**src/rtl/serclk_pkg.sv**
```systemverilog
package serclk_pkg;

  typedef enum logic [1:0] {
    SRC_FAST  = 2'b00,
    SRC_DIV8  = 2'b01,
    SRC_DIV32 = 2'b10,
    SRC_NONE  = 2'b11
  } src_e;

  typedef enum logic [1:0] {
    XF_OFF      = 2'b00,
    XF_UART     = 2'b01,
    XF_SYNC_INT = 2'b10,
    XF_SYNC_EXT = 2'b11
  } xfer_e;

  // Serial mode code to transfer kind; unused codes map to XF_OFF
  function automatic xfer_e decode_xfer(input logic [2:0] mode, input logic ext);
    xfer_e k;
    case (mode)
      3'b001:                         k = ext ? XF_SYNC_EXT : XF_SYNC_INT;
      3'b010, 3'b100, 3'b101, 3'b110: k = XF_UART;
      default:                        k = XF_OFF;
    endcase
    return k;
  endfunction

endpackage

```
**src/rtl/serclk_prescale.sv**
```systemverilog
module serclk_prescale
  import serclk_pkg::*;
#(
  parameter int MID_LOG2  = 3,
  parameter int SLOW_LOG2 = 5
) (
  input  logic       clk,
  input  logic       rst,
  input  logic [1:0] src_sel,
  input  logic       fast_half,
  output logic       count_en
);

  logic [SLOW_LOG2-1:0] pre_cnt;
  logic                 en_half;
  logic                 en_mid;
  logic                 en_slow;

  always_ff @(posedge clk) begin
    if (rst) pre_cnt <= '0;
    else     pre_cnt <= pre_cnt + 1'b1;
  end

  // Each strobe fires once per its own power-of-two span of the counter
  assign en_half = pre_cnt[0];
  assign en_mid  = &pre_cnt[MID_LOG2-1:0];
  assign en_slow = &pre_cnt;

  always_comb begin
    case (src_e'(src_sel))
      SRC_FAST:  count_en = fast_half ? en_half : 1'b1;
      SRC_DIV8:  count_en = en_mid;
      SRC_DIV32: count_en = en_slow;
      default:   count_en = 1'b0;
    endcase
  end

endmodule

```
**src/rtl/serclk_reload_div.sv**
```systemverilog
module serclk_reload_div #(
  parameter int N_W = 8
) (
  input  logic           clk,
  input  logic           rst,
  input  logic           count_en,
  input  logic [N_W-1:0] reload_n,
  output logic           div_pulse
);

  logic [N_W-1:0] rem;

  always_ff @(posedge clk) begin
    if (rst) begin
      rem       <= '0;
      div_pulse <= 1'b0;
    end else begin
      div_pulse <= count_en && (rem == '0);
      if (count_en) begin
        // reload_n is sampled only here, so a running period is never cut
        if (rem == '0) rem <= reload_n;
        else           rem <= rem - 1'b1;
      end
    end
  end


  pulse_from_enable_chk: assert property (@(posedge clk) disable iff (rst)
    div_pulse |-> $past(count_en));


  no_midperiod_load_chk: assert property (@(posedge clk) disable iff (rst)
    ($past(count_en) && ($past(rem) != '0)) |-> (rem == $past(rem) - 1'b1));

endmodule

```
**src/rtl/serclk_post.sv**
```systemverilog
module serclk_post
  import serclk_pkg::*;
#(
  parameter int OS_LOG2     = 4,
  parameter int SYNC_STAGES = 2
) (
  input  logic  clk,
  input  logic  rst,
  input  xfer_e xfer,
  input  logic  div_pulse,
  input  logic  pin_in,
  input  logic  pol,
  output logic  bit_tick,
  output logic  sclk_out
);

  logic [SYNC_STAGES-1:0] sync_q;
  logic                   ext_lvl;
  logic                   ext_lvl_q;
  logic [OS_LOG2-1:0]     os_cnt;
  logic                   raw;
  logic                   raw_next;
  logic                   tick_next;

  always_ff @(posedge clk) begin
    if (rst) sync_q <= '0;
    else     sync_q <= {sync_q[SYNC_STAGES-2:0], pin_in};
  end

  assign ext_lvl = sync_q[SYNC_STAGES-1] ^ pol;

  always_comb begin
    raw_next = raw;
    if (xfer != XF_SYNC_INT) raw_next = 1'b0;
    else if (div_pulse)      raw_next = ~raw;
  end

  always_comb begin
    case (xfer)
      XF_UART:     tick_next = div_pulse && (&os_cnt);
      XF_SYNC_INT: tick_next = div_pulse && (raw_next ^ pol);
      XF_SYNC_EXT: tick_next = ext_lvl && !ext_lvl_q;
      default:     tick_next = 1'b0;
    endcase
  end

  always_ff @(posedge clk) begin
    if (rst) begin
      ext_lvl_q <= 1'b0;
      os_cnt    <= '0;
      raw       <= 1'b0;
      bit_tick  <= 1'b0;
      sclk_out  <= 1'b0;
    end else begin
      ext_lvl_q <= ext_lvl;
      raw       <= raw_next;
      bit_tick  <= tick_next;
      sclk_out  <= raw_next ^ pol;
      if (xfer != XF_UART) os_cnt <= '0;
      else if (div_pulse)  os_cnt <= os_cnt + 1'b1;
    end
  end


  idle_mode_quiet_chk: assert property (@(posedge clk) disable iff (rst)
    (xfer == XF_OFF) |=> !bit_tick);


  uart_tick_on_pulse_chk: assert property (@(posedge clk) disable iff (rst)
    (bit_tick && $past(xfer == XF_UART)) |-> $past(div_pulse));


  sync_tick_high_chk: assert property (@(posedge clk) disable iff (rst)
    (bit_tick && $past(xfer == XF_SYNC_INT)) |-> sclk_out);

endmodule

```
**src/rtl/serclk_gen.sv**
```systemverilog
module serclk_gen
  import serclk_pkg::*;
#(
  parameter int N_W         = 8,
  parameter int MID_LOG2    = 3,
  parameter int SLOW_LOG2   = 5,
  parameter int OS_LOG2     = 4,
  parameter int SYNC_STAGES = 2
) (
  input  logic           clk,
  input  logic           rst,
  input  logic [1:0]     src_sel,
  input  logic           fast_half,
  input  logic [N_W-1:0] reload_n,
  input  logic [2:0]     mode,
  input  logic           ext_clk,
  input  logic           clk_pol,
  input  logic           clk_pin_in,
  input  logic           flow_off,
  input  logic           flow_rts,
  output logic           bit_tick,
  output logic           sclk_out,
  output logic           sclk_oe,
  output logic           cts_in_en,
  output logic           rts_out_en
);

  xfer_e xfer;
  logic  count_en;
  logic  div_pulse;

  assign xfer = decode_xfer(mode, ext_clk);

  serclk_prescale #(
    .MID_LOG2 (MID_LOG2),
    .SLOW_LOG2(SLOW_LOG2)
  ) u_prescale (
    .clk      (clk),
    .rst      (rst),
    .src_sel  (src_sel),
    .fast_half(fast_half),
    .count_en (count_en)
  );

  serclk_reload_div #(
    .N_W(N_W)
  ) u_div (
    .clk      (clk),
    .rst      (rst),
    .count_en (count_en),
    .reload_n (reload_n),
    .div_pulse(div_pulse)
  );

  serclk_post #(
    .OS_LOG2    (OS_LOG2),
    .SYNC_STAGES(SYNC_STAGES)
  ) u_post (
    .clk      (clk),
    .rst      (rst),
    .xfer     (xfer),
    .div_pulse(div_pulse),
    .pin_in   (clk_pin_in),
    .pol      (clk_pol),
    .bit_tick (bit_tick),
    .sclk_out (sclk_out)
  );

  always_ff @(posedge clk) begin
    if (rst) begin
      sclk_oe    <= 1'b0;
      cts_in_en  <= 1'b0;
      rts_out_en <= 1'b0;
    end else begin
      sclk_oe    <= (xfer == XF_SYNC_INT);
      cts_in_en  <= !flow_off && !flow_rts;
      rts_out_en <= !flow_off && flow_rts;
    end
  end


  no_source_no_pulse_chk: assert property (@(posedge clk) disable iff (rst)
    ($past(src_sel) == 2'b11) |-> !div_pulse);


  flow_pin_exclusive_chk: assert property (@(posedge clk) disable iff (rst)
    !(cts_in_en && rts_out_en));

endmodule

```
**config.mk**
```make
export PLATFORM = sky130hd
export DESIGN_NAME = serclk_gen
export DESIGN_NICKNAME = d
export VERILOG_FILES = /design/src/rtl/serclk_pkg.sv /design/src/rtl/serclk_prescale.sv /design/src/rtl/serclk_reload_div.sv /design/src/rtl/serclk_post.sv /design/src/rtl/serclk_gen.sv
export SDC_FILE = /design/constraint.sdc
export NUM_CORES = 1
export LEC_CHECK = 0
export ABC_CLOCK_PERIOD_IN_PS = 4800
export BUFFER_PORTS_ARGS = -buffer_cell sky130_fd_sc_hd__buf_2
export CAP_MARGIN = 30
export CORE_MARGIN = 3
export CORE_UTILIZATION = 50
export CTS_BUF_LIST = sky130_fd_sc_hd__clkbuf_8
export DETAILED_ROUTE_END_ITERATION = 16
export GPL_TIMING_DRIVEN = 0
export PLACE_DENSITY = 0.77
export RECOVER_POWER = 25
export SYNTH_ARGS = -nofsm -noshare
export SYNTH_HDL_FRONTEND = slang
export SYNTH_HIERARCHICAL = 1
export SYNTH_SLANG_ARGS = --single-unit
```
**constraint.sdc**
```tcl
create_clock -name clk -period 4.8 [get_ports clk]
set_input_delay 0.48 -clock clk [delete_from_list [all_inputs] [get_ports clk]]
set_output_delay 0.48 -clock clk [all_outputs]
set_load 0.05 [all_outputs]
```
==> results of run 1 <==
==> worst max path at each step <==
stage,start,to,slack [ps],cells after the start
6_report,u_prescale/pre_cnt[0],u_div/rem[4],2280,9
4_1_cts,u_prescale/pre_cnt[0],u_div/rem[4],2300,9
3_3_place_gp,u_prescale/pre_cnt[0],u_div/rem[4],2400,9
2_1_floorplan,u_prescale/pre_cnt[0],u_div/rem[4],2700,9
3_5_place_dp,u_prescale/pre_cnt[0],u_div/rem[4],2340,9
5_1_grt,u_prescale/pre_cnt[0],u_div/rem[4],2010,9
==> synth_stat cells (2+ instances only) <==
master,n
sky130_fd_sc_hd__clkbuf_1,2
sky130_fd_sc_hd__a21oi_1,5
sky130_fd_sc_hd__dfxtp_1,27
sky130_fd_sc_hd__mux2i_1,4
sky130_fd_sc_hd__nor3b_1,3
sky130_fd_sc_hd__xnor2_1,2
sky130_fd_sc_hd__nor3_1,2
sky130_fd_sc_hd__nor3b_2,2
sky130_fd_sc_hd__nor2_1,15
sky130_fd_sc_hd__nor2b_1,7
sky130_fd_sc_hd__nand2_1,4
sky130_fd_sc_hd__ha_1,10
sky130_fd_sc_hd__nor4b_1,2
sky130_fd_sc_hd__nand3b_1,3
sky130_fd_sc_hd__a31oi_1,2
sky130_fd_sc_hd__nand3_1,3
sky130_fd_sc_hd__a211oi_1,3
sky130_fd_sc_hd__nand2b_1,3
sky130_fd_sc_hd__inv_1,6
sky130_fd_sc_hd__xor2_1,3
sky130_fd_sc_hd__or3_1,2
==> per-stage QoR <==
step	setup slack [ps]	hold slack [ps]	power, W	utilization (%)	instances
floorplan	2700	414	0.000332	-	133
global placement	2400	418	0.000355	59.6	188
detailed placement	2340	434	0.000360	59.6	188
CTS	2300	371	0.000484	61.5	192
global route	2010	376	0.000507	61.2	192
finish	2280	373	0.000480	61.2	192
==> cells by family (layout without fill, tap and decap cells) <==
| logic type | count (synthesis) | after routing |
|---|---|---|
| buf+inv | 9 | 38 |
| compound gates | 18 | 18 |
| mux | 7 | 7 |
| xor+xnor | 6 | 6 |
| simple gates | 56 | 56 |
| fa+ha+maj | 10 | 10 |
| flops | 27 | 27 |
==> flip-flops by register name, indices dropped and copies added (netlist names) <==
signal and cells:
u_div/div_pulse 1, u_post/os_cnt 4, u_post/raw 1, u_prescale/pre_cnt 5, u_div/rem 8, sclk_oe 1
cts_in_en 1, u_post/sclk_out 1, rts_out_en 1, u_post/bit_tick 1, u_post/sync_q 2, u_post/ext_lvl_q 1
==> worst max-delay path, delay by kind of cell (launching register included) <==
family | cells | cell delay [ps]
adder cells (fa/ha/maj) | 2 | 330
AND/OR/NAND/NOR | 3 | 640
flip-flops | 1 | 400
AO/OA/AOI/OAI | 3 | 700
buffers and inverters | 1 | 370
==> cells in the final DEF (no fill, tap or decap), types with 2 or more instances in the layout <==
cell                       synthesis  routed
sky130_fd_sc_hd__clkbuf_1          2       3
sky130_fd_sc_hd__nand2b_1          3       3
sky130_fd_sc_hd__xor2_1            3       3
sky130_fd_sc_hd__or3_1             2       2
sky130_fd_sc_hd__ha_1             10      10
sky130_fd_sc_hd__nor4b_1           2       2
sky130_fd_sc_hd__a211oi_1          3       3
sky130_fd_sc_hd__dfxtp_1          27      27
sky130_fd_sc_hd__buf_2             0      24
sky130_fd_sc_hd__xnor2_1           2       2
sky130_fd_sc_hd__nor3_1            2       2
sky130_fd_sc_hd__nor2b_1           7       7
sky130_fd_sc_hd__nor3b_1           3       4
sky130_fd_sc_hd__a21oi_1           5       5
sky130_fd_sc_hd__nand2_1           4       4
sky130_fd_sc_hd__nor2_1           15      15
sky130_fd_sc_hd__mux2i_1           4       4
sky130_fd_sc_hd__clkbuf_8          0       3
sky130_fd_sc_hd__nand3_1           3       3
sky130_fd_sc_hd__a31oi_1           2       2
sky130_fd_sc_hd__nand3b_1          3       3
sky130_fd_sc_hd__inv_1             6       6
==> routing by layer <==
metal | wire length [um] | vias to the layer above | part of all wire, % | track usage [%]
met5 | 0 | - | 0 | 0
met4 | 9 | 0 | 0.38 | 3.97
met3 | 62 | 2 | 2.6 | 2.00
met2 | 1250 | 13 | 52 | 29.0
met1 | 1070 | 489 | 45 | 19.4
li1 | - | 532 | - | -
==> area by class of cell <==
class	instances	area [um2]	area share [%]
buffer	3	18.8	1.22
clock buffer	3	41.3	2.67
clock inverter	1	5.00	0.324
inverter	6	22.5	1.46
multi-input combinational	97	754	48.9
sequential	27	541	35.0
tap	30	37.5	2.43
timing repair buffer	25	124	8.02
==> power groups by stage <==
stage,clock network (W),logic (W),registers [W]
2_1_floorplan,0,0.0000739,0.000258
3_3_place_gp,0,0.0000998,0.000255
3_5_place_dp,0,0.000104,0.000256
4_1_cts,0.000128,0.000104,0.000251
5_1_grt,0.000135,0.000118,0.000254
6_report,0.000124,0.000104,0.000251
==> results.md, run 1 <==
- For this run, the detailed router's first-pass iteration total came to 4.
- The area of the placeable core is 0.00252 mm2.
- The cell accounting for the most synthesized area is sky130_fd_sc_hd__dfxtp_1.
- The total number of H-tree levels is 1.
- Synthesis produced a netlist with a net count of 164.
- In this run the worst hold path is classified as in -> reg.
- The count of antenna diodes in the layout is 0.
- The remaining number of nets flagged by the antenna check after routing is 0.
- The final-report max-slew violation count is 0.
- The delay of the slowest cell on the worst path is 440 ps.
- The share of power burned in the clock network is 25.9%.
- The clock tree root driver cell is sky130_fd_sc_hd__clkbuf_8.
- The initial detailed-routing violation count is 24.
- The die height is 57.8 um.
- The share of the clock period used by the worst path is a little over half.
- After Yosys synthesis, and, or, nand and nor cells account for 27.0% of the synthesized area.
- The endpoint of the worst hold-timing path is cts_in_en.
- The worst reg2reg path endpoint is u_div/rem[4].
- The count of buffers added by post-CTS timing repair for setup is 0.
- For this configuration, the core starts out at a cell density of roughly 53%.
- The number of nets in the finished design is about 190.
- In this run the worst path has a maximum fanout of 10.
- The flow ran to the end, and the final reports show no timing, DRC or antenna violations.
- The standard cell with the maximum stage delay on the critical path is sky130_fd_sc_hd__nor3b_1.
- CTS saw 27 sinks.
- The aggregate negative setup slack is 0 ps.
- The share of total power in combinational logic is ~22%.
- In this run the biggest area consumer among cell types represents approximately two fifths of the synthesized area.
- The detailed-placement wirelength estimate is ~1900 um.
- Across all register-to-register paths, the minimum setup slack is about 2300 ps.
- The clock buffer count from CTS is 3.
- Input and output buffers added on the ports amount to 25.
- The global placement routability congestion is 0.888.
- The post-synthesis adder-cell area fraction is 9.33%.
- The leakage power of the design is between 0.6 and 0.7 nW.
- The full die area is 0.00334 mm2.
- The die width is between 50 and 60 um.
- The sequential fraction of design power is 52.4%.
- The synthesized netlist contains between 40 and 50 unique library cells.
- The internal power component is approximately 0.00035 W.
- The library cell appearing most often on the critical path is sky130_fd_sc_hd__ha_1.
- The summed area of non-filler cells in the final layout is about 0.0015 mm2.
- After detailed placement, the total cell area comes to 0.00150 mm2.
- The startpoint type of the worst setup path is a flip-flop.
- The startpoint identified for the worst hold timing path is flow_rts.
- In this run the count of I/O pins placed on the die edge is 26.
- Derived from the worst setup path, the maximum achievable clock frequency is 396 MHz.
- The mean cell area of the mapped netlist is about 10 um2.
- The maximum count of clock buffers along a single path is 2.
- The relative area change from synthesis to final layout is 15.1%.
- The power density of the placed cells is around 310 mW/mm2.
- The final wirelength is 2400 um.
- The number of buffers inserted for hold repair after clock tree synthesis is 0.
- The synthesized area is about 0.0013 mm2.
- The worst hold path passes through 2 cells.
- After detailed routing, the average wire length per cell comes to approximately 12 um.
- The worst setup path is captured at a flip-flop.
- The xor/xnor cell area share of the yosys netlist is ~5.0%.
- The worst-case vdd ir drop is 0.236 mV.
- The switching power share of the total is between 20% and 30%.
- The analysis attributes to net switching a power of 0.000134 W.
- The global-route wire length before repair is ~4300 um.
- The mux contribution to synthesized area is 5.78%.
- The most used flip-flop cell after synthesis is sky130_fd_sc_hd__dfxtp_1.
- In this run the tightest slew margin relative to its limit is between 50 and 60%.
- The count of endpoints failing hold in the final timing report is 0.
- The clock slew at the register clock pins of the worst setup and hold paths is 90 ps.
- Setup repair after global routing left no endpoint under its margin.
- After synthesis, the share of flip-flops with an asynchronous set or reset is 0%.
- The post-route netlist has 21.6% of its cells at a drive strength greater than 1.
- The worst clock skew on the final layout is 4.43 ps.
- The initial antenna violation count is 0.
- Walking the worst path, the cells encountered are ha_1 -> and3_1 -> ha_1 -> nor2b_1 -> o31ai_1 -> clkbuf_1 -> nor3b_1 -> a21oi_1 -> a311oi_1.
- Counting every instance in the synthesized netlist gives ~130.
- The cell count of the worst reg-to-reg path is 9.
- The main combinational cell family by area after synthesis is simple AND/OR/NAND/NOR gates.
- Summing over every cut layer, the via total after detailed routing is 1036.
- Summing the areas of all compound-gate instances in the mapped netlist gives 9.51% of the synthesized area.
- The worst setup path is of the reg -> reg kind.
- The worst register-to-register path begins at u_prescale/pre_cnt[0].
- The number of resized instances in the post-cts repair step is 0.
- The data arrival time of the critical path is 2700 ps.
- The number of synthesized flops with an enable pin is 0.
- The number of global-route vias before repair was about 1100.
- The overall overflow remaining after global route is 0.
- For this run, design rule violations remaining after detail routing come to 0.
- The shortest clock period the worst path allows after layout is between 2000 and 3000 ps.
- The count of maximum capacitance violations is 0.
- The required arrival time at the worst endpoint is between 4000 and 5000 ps.
- The ratio of routed vias to standard cells is between 5 and 6.
- TritonCTS built the clock tree.
- The synthesis warning total is 6.
- In the post-synthesis netlist, the biggest area contributors are sky130_fd_sc_hd__dfxtp_1 40%, sky130_fd_sc_hd__ha_1 9.3%, sky130_fd_sc_hd__nor2_1 4.2%.
- For this run, the total global-route usage over all layers was measured as approximately 16%.
- The slew at the pin closest to its max-slew limit is approximately 660 ps.
- Entering global routing, the biggest net connects 18 pins.
- The latest clock arrival within the worst-skew pair is roughly 260 ps.
- The total number of placement rows is 18.
- Setup violations remaining at the end of the flow were counted as 0.
- The flop and latch count out of synthesis is 27.
- Fill cells in the final layout number 221.
- The share of the Yosys chip area taken by registers is just over 40%.
(Power assumes the default switching activity.)
==> inputs of run 2 (changes only) <==
--- a/config.mk
+++ b/config.mk
@@ -5,7 +5,7 @@
 export SDC_FILE = /design/constraint.sdc
 export NUM_CORES = 1
 export LEC_CHECK = 0
-export ABC_CLOCK_PERIOD_IN_PS = 4800
+export ABC_CLOCK_PERIOD_IN_PS = 2500
 export BUFFER_PORTS_ARGS = -buffer_cell sky130_fd_sc_hd__buf_2
 export CAP_MARGIN = 30
 export CORE_MARGIN = 3
==> constraint.sdc (replaced) <==
create_clock -name clk -period 2.5 [get_ports clk]
set_input_delay 0.25 -clock clk [delete_from_list [all_inputs] [get_ports clk]]
set_output_delay 0.25 -clock clk [all_outputs]
set_load 0.05 [all_outputs]
==> results.md, run 2 (synthesized netlist as in run 1, its figures left out) <==
- The normalized max-slew margin is 55.7% (about the same).
- The area of the multi-input gates is 766 um2 (+1.5%).
- The number of remaining DRC errors is 0 (unchanged).
- The global placement routability congestion is 0.888 (unchanged).
- The number of global-route vias before repair is 1055 (-0.19%).
- The leakage power of the design is 0.666 nW (+1.3%).
- The maximum fanout count along the critical path is 4 (-6).
- The share of the clock period used by the worst path is 91.4% (+39 points).
- The nature of the critical path endpoint is a flip-flop.
- By startpoint and endpoint, the worst setup path is classified as reg -> reg.
- The port buffer count was 25 (unchanged).
- The count of antenna diodes in the layout came to 0 (unchanged).
- The aggregate negative setup slack was 0 ps (unchanged).
- The count of buffers added by post-CTS timing repair for setup was 0 (unchanged).
- The detailed-placement wirelength estimate was 1890 um (unchanged).
- The total number of H-tree levels was 1 (unchanged).
- The global-route wire length before repair is 4320 um (unchanged).
- The total number of placement rows came to 18 (unchanged).
- The most critical setup path has its startpoint at u_prescale/pre_cnt[0].
- The initial detailed-routing violation count came to 20 (-17%).
- The area of the placeable core is 0.00252 mm2 (unchanged).
- The latest clock arrival within the worst-skew pair was 260 ps (about the same).
- The remaining number of nets flagged by the antenna check after routing came to 0 (unchanged).
- The required arrival time at the worst endpoint is 2650 ps (-2320 ps).
- The clock tree from TritonCTS is yes.
- The worst clock skew on the final layout came to 5.47 ps (+1.05 ps).
- Leaving out fill and tap cells, the most frequent cells in the layout are 27 x sky130_fd_sc_hd__dfxtp_1, 24 x sky130_fd_sc_hd__buf_2, 15 x sky130_fd_sc_hd__nor2_1.
- The summed area of non-filler cells in the final layout is 0.00156 mm2 (+0.81%).
- The clock tree root driver cell is sky130_fd_sc_hd__clkbuf_8.
- The clock slew at the register clock pins of the worst setup and hold paths was 90 ps (about the same).
- The fmax is 438 MHz (+11%).
- The number of setup violations in the final report is 0 (unchanged).
- The hold path depth is 2 (unchanged).
- The maximum count of clock buffers along a single path was 2 (unchanged).
- The library cell used most frequently in the layout, excluding fill and tap cells, is sky130_fd_sc_hd__dfxtp_1.
- Relative to the synthesized area, the layout overhead comes to 16.0%.
- The count of maximum capacitance violations came to 0 (unchanged).
- The overall power after layout came to 0.000924 W (+93%).
- The cell count of the worst reg-to-reg path is 9 (unchanged).
- The number of ports placed on the die boundary is 26 (unchanged).
- The count of TritonRoute iterations in the first routing pass is 4 (unchanged).
- The die height came to 57.8 um (unchanged).
- The total cell area at the placement stage is 0.00150 mm2 (unchanged).
- The share of cells above drive strength 1 is 23.5% (+1.9 points).
- The clock sink count is 27 (unchanged).
- The slew at the pin closest to its max-slew limit is 664 ps (+0.643 ps).
- The data arrival time of the critical path is 2430 ps (-270 ps).
- The ratio of routed vias to standard cells is 5.41 (+0.19%).
- The total global routing track utilization is 15.8% (unchanged).
- The setup slack of the critical path after layout is 216 ps (-2060 ps).
- The full die area is 0.00334 mm2 (unchanged).
- Setup repair after global routing left no endpoint under its margin.
- The die width is 57.8 um (unchanged).
- The startpoint of the most critical register-to-register path is u_prescale/pre_cnt[0].
- The initial antenna violation count is 0 (unchanged).
- The worst hold margin is 141 ps (-231 ps).
- The clock buffer count from CTS is 3 (unchanged).
- The worst-case vdd ir drop is 0.456 mV (+93%).
- In the final layout, the registers with the most flip-flops are u_div/rem: 8 flops, u_prescale/pre_cnt: 5 flops, u_post/os_cnt: 4 flops.
- The number of flip-flops in the largest register is 8 (unchanged).
- The worst hold path belongs to the class in -> reg.
- The count of endpoints failing hold in the final timing report came to 0 (unchanged).
- The shortest clock period the worst path allows after layout was 2280 ps (-241 ps).
- The final-report max-slew violation count is 0 (unchanged).
- The worst min-delay path startpoint is flow_rts.
- The worst setup path is launched from a flip-flop.
- The number of nets in the finished design was 194 (unchanged).
- The starting density of the core is 53.2% (unchanged).
- The final wirelength is 2400 um (+0.21%).
- The average wire per cell in the routed design is 12.5 um (+0.21%).
- Ranked by flip-flop count, first place goes to u_div/rem.
- The overall overflow remaining after global route is 0 (unchanged).
- The worst setup slack for register-to-register paths is 220 ps (-2060 ps).
- The power density of the placed cells came to 594 mW/mm2 (+91%).
- The storage element area is 541 um2 (unchanged).
- The worst slack at placement is 40.5 ps (-2300 ps).
- The total vias in the final route is 1038 (+0.19%).
- The maximum number of pins on one net before global-route repair is 18 (unchanged).
- The number of buffers inserted for hold repair after clock tree synthesis is 0 (unchanged).
- The number of fillers in the final layout came to 218 (-1.4%).
- The flow ran to the end, and the final reports show no timing, DRC or antenna violations.
## run 2: cell counts in the layout (fill, tap and decap cells not counted)
No cell type changed its count.
## run 2: final cells by class
type,count,share of cell area (%)
inverter,6,1.45
tap,30,2.41
buffer,3,1.29
sequential,27,34.7
clock buffer,3,2.65
clock inverter,1,0.322
timing repair buffer,25,7.96
multi-input combinational,97,49.2
## run 2: per-stage QoR
stage               instances  util, %
floorplan                 133        -
global placement          188     59.6
detailed placement        188     59.6
CTS                       192     61.7
global route              192     61.7
finish                    192     61.7
## run 2: power by group
part           switching [W]  internal (W)
combinational       0.000102     0.0000991
sequential         0.0000284      0.000455
clock               0.000128      0.000111
total               0.000258      0.000666
## run 2: routing by layer
metal / share of wire, % / wire length [um] / track usage (%) / vias to the layer above
li1: - / - / - / 534
met1: 44 / 1060 / 19.4 / 485
met2: 52 / 1250 / 29.0 / 17
met3: 3.3 / 80 / 2.00 / 2
met4: 0.37 / 9 / 3.97 / 0
met5: 0 / 0 / 0 / -
## run 2: final timing paths
kind                           end
hold / removal           cts_in_en
setup reg to reg      u_div/rem[7]
hold reg to reg   u_post/sync_q[1]
setup / recovery      u_div/rem[7]
## run 2: timing repair
item | 4_1_cts | 5_1_grt
cloned | 0 | 0
resized for setup | 1 | 3
setup endpoints to repair | 1 | 2
endpoints found under the hold margin | 0 | 0
## run 2: critical path, stage by stage (launching register included)
cell and delay (ps):
sky130_fd_sc_hd__dfxtp_1 400, sky130_fd_sc_hd__ha_1 190, sky130_fd_sc_hd__and3_1 160, sky130_fd_sc_hd__ha_1 140
sky130_fd_sc_hd__nor2b_1 40, sky130_fd_sc_hd__o31ai_1 320, sky130_fd_sc_hd__nand2b_1 170, sky130_fd_sc_hd__nor4b_2 310
sky130_fd_sc_hd__nor3_1 80, sky130_fd_sc_hd__a2111oi_1 360
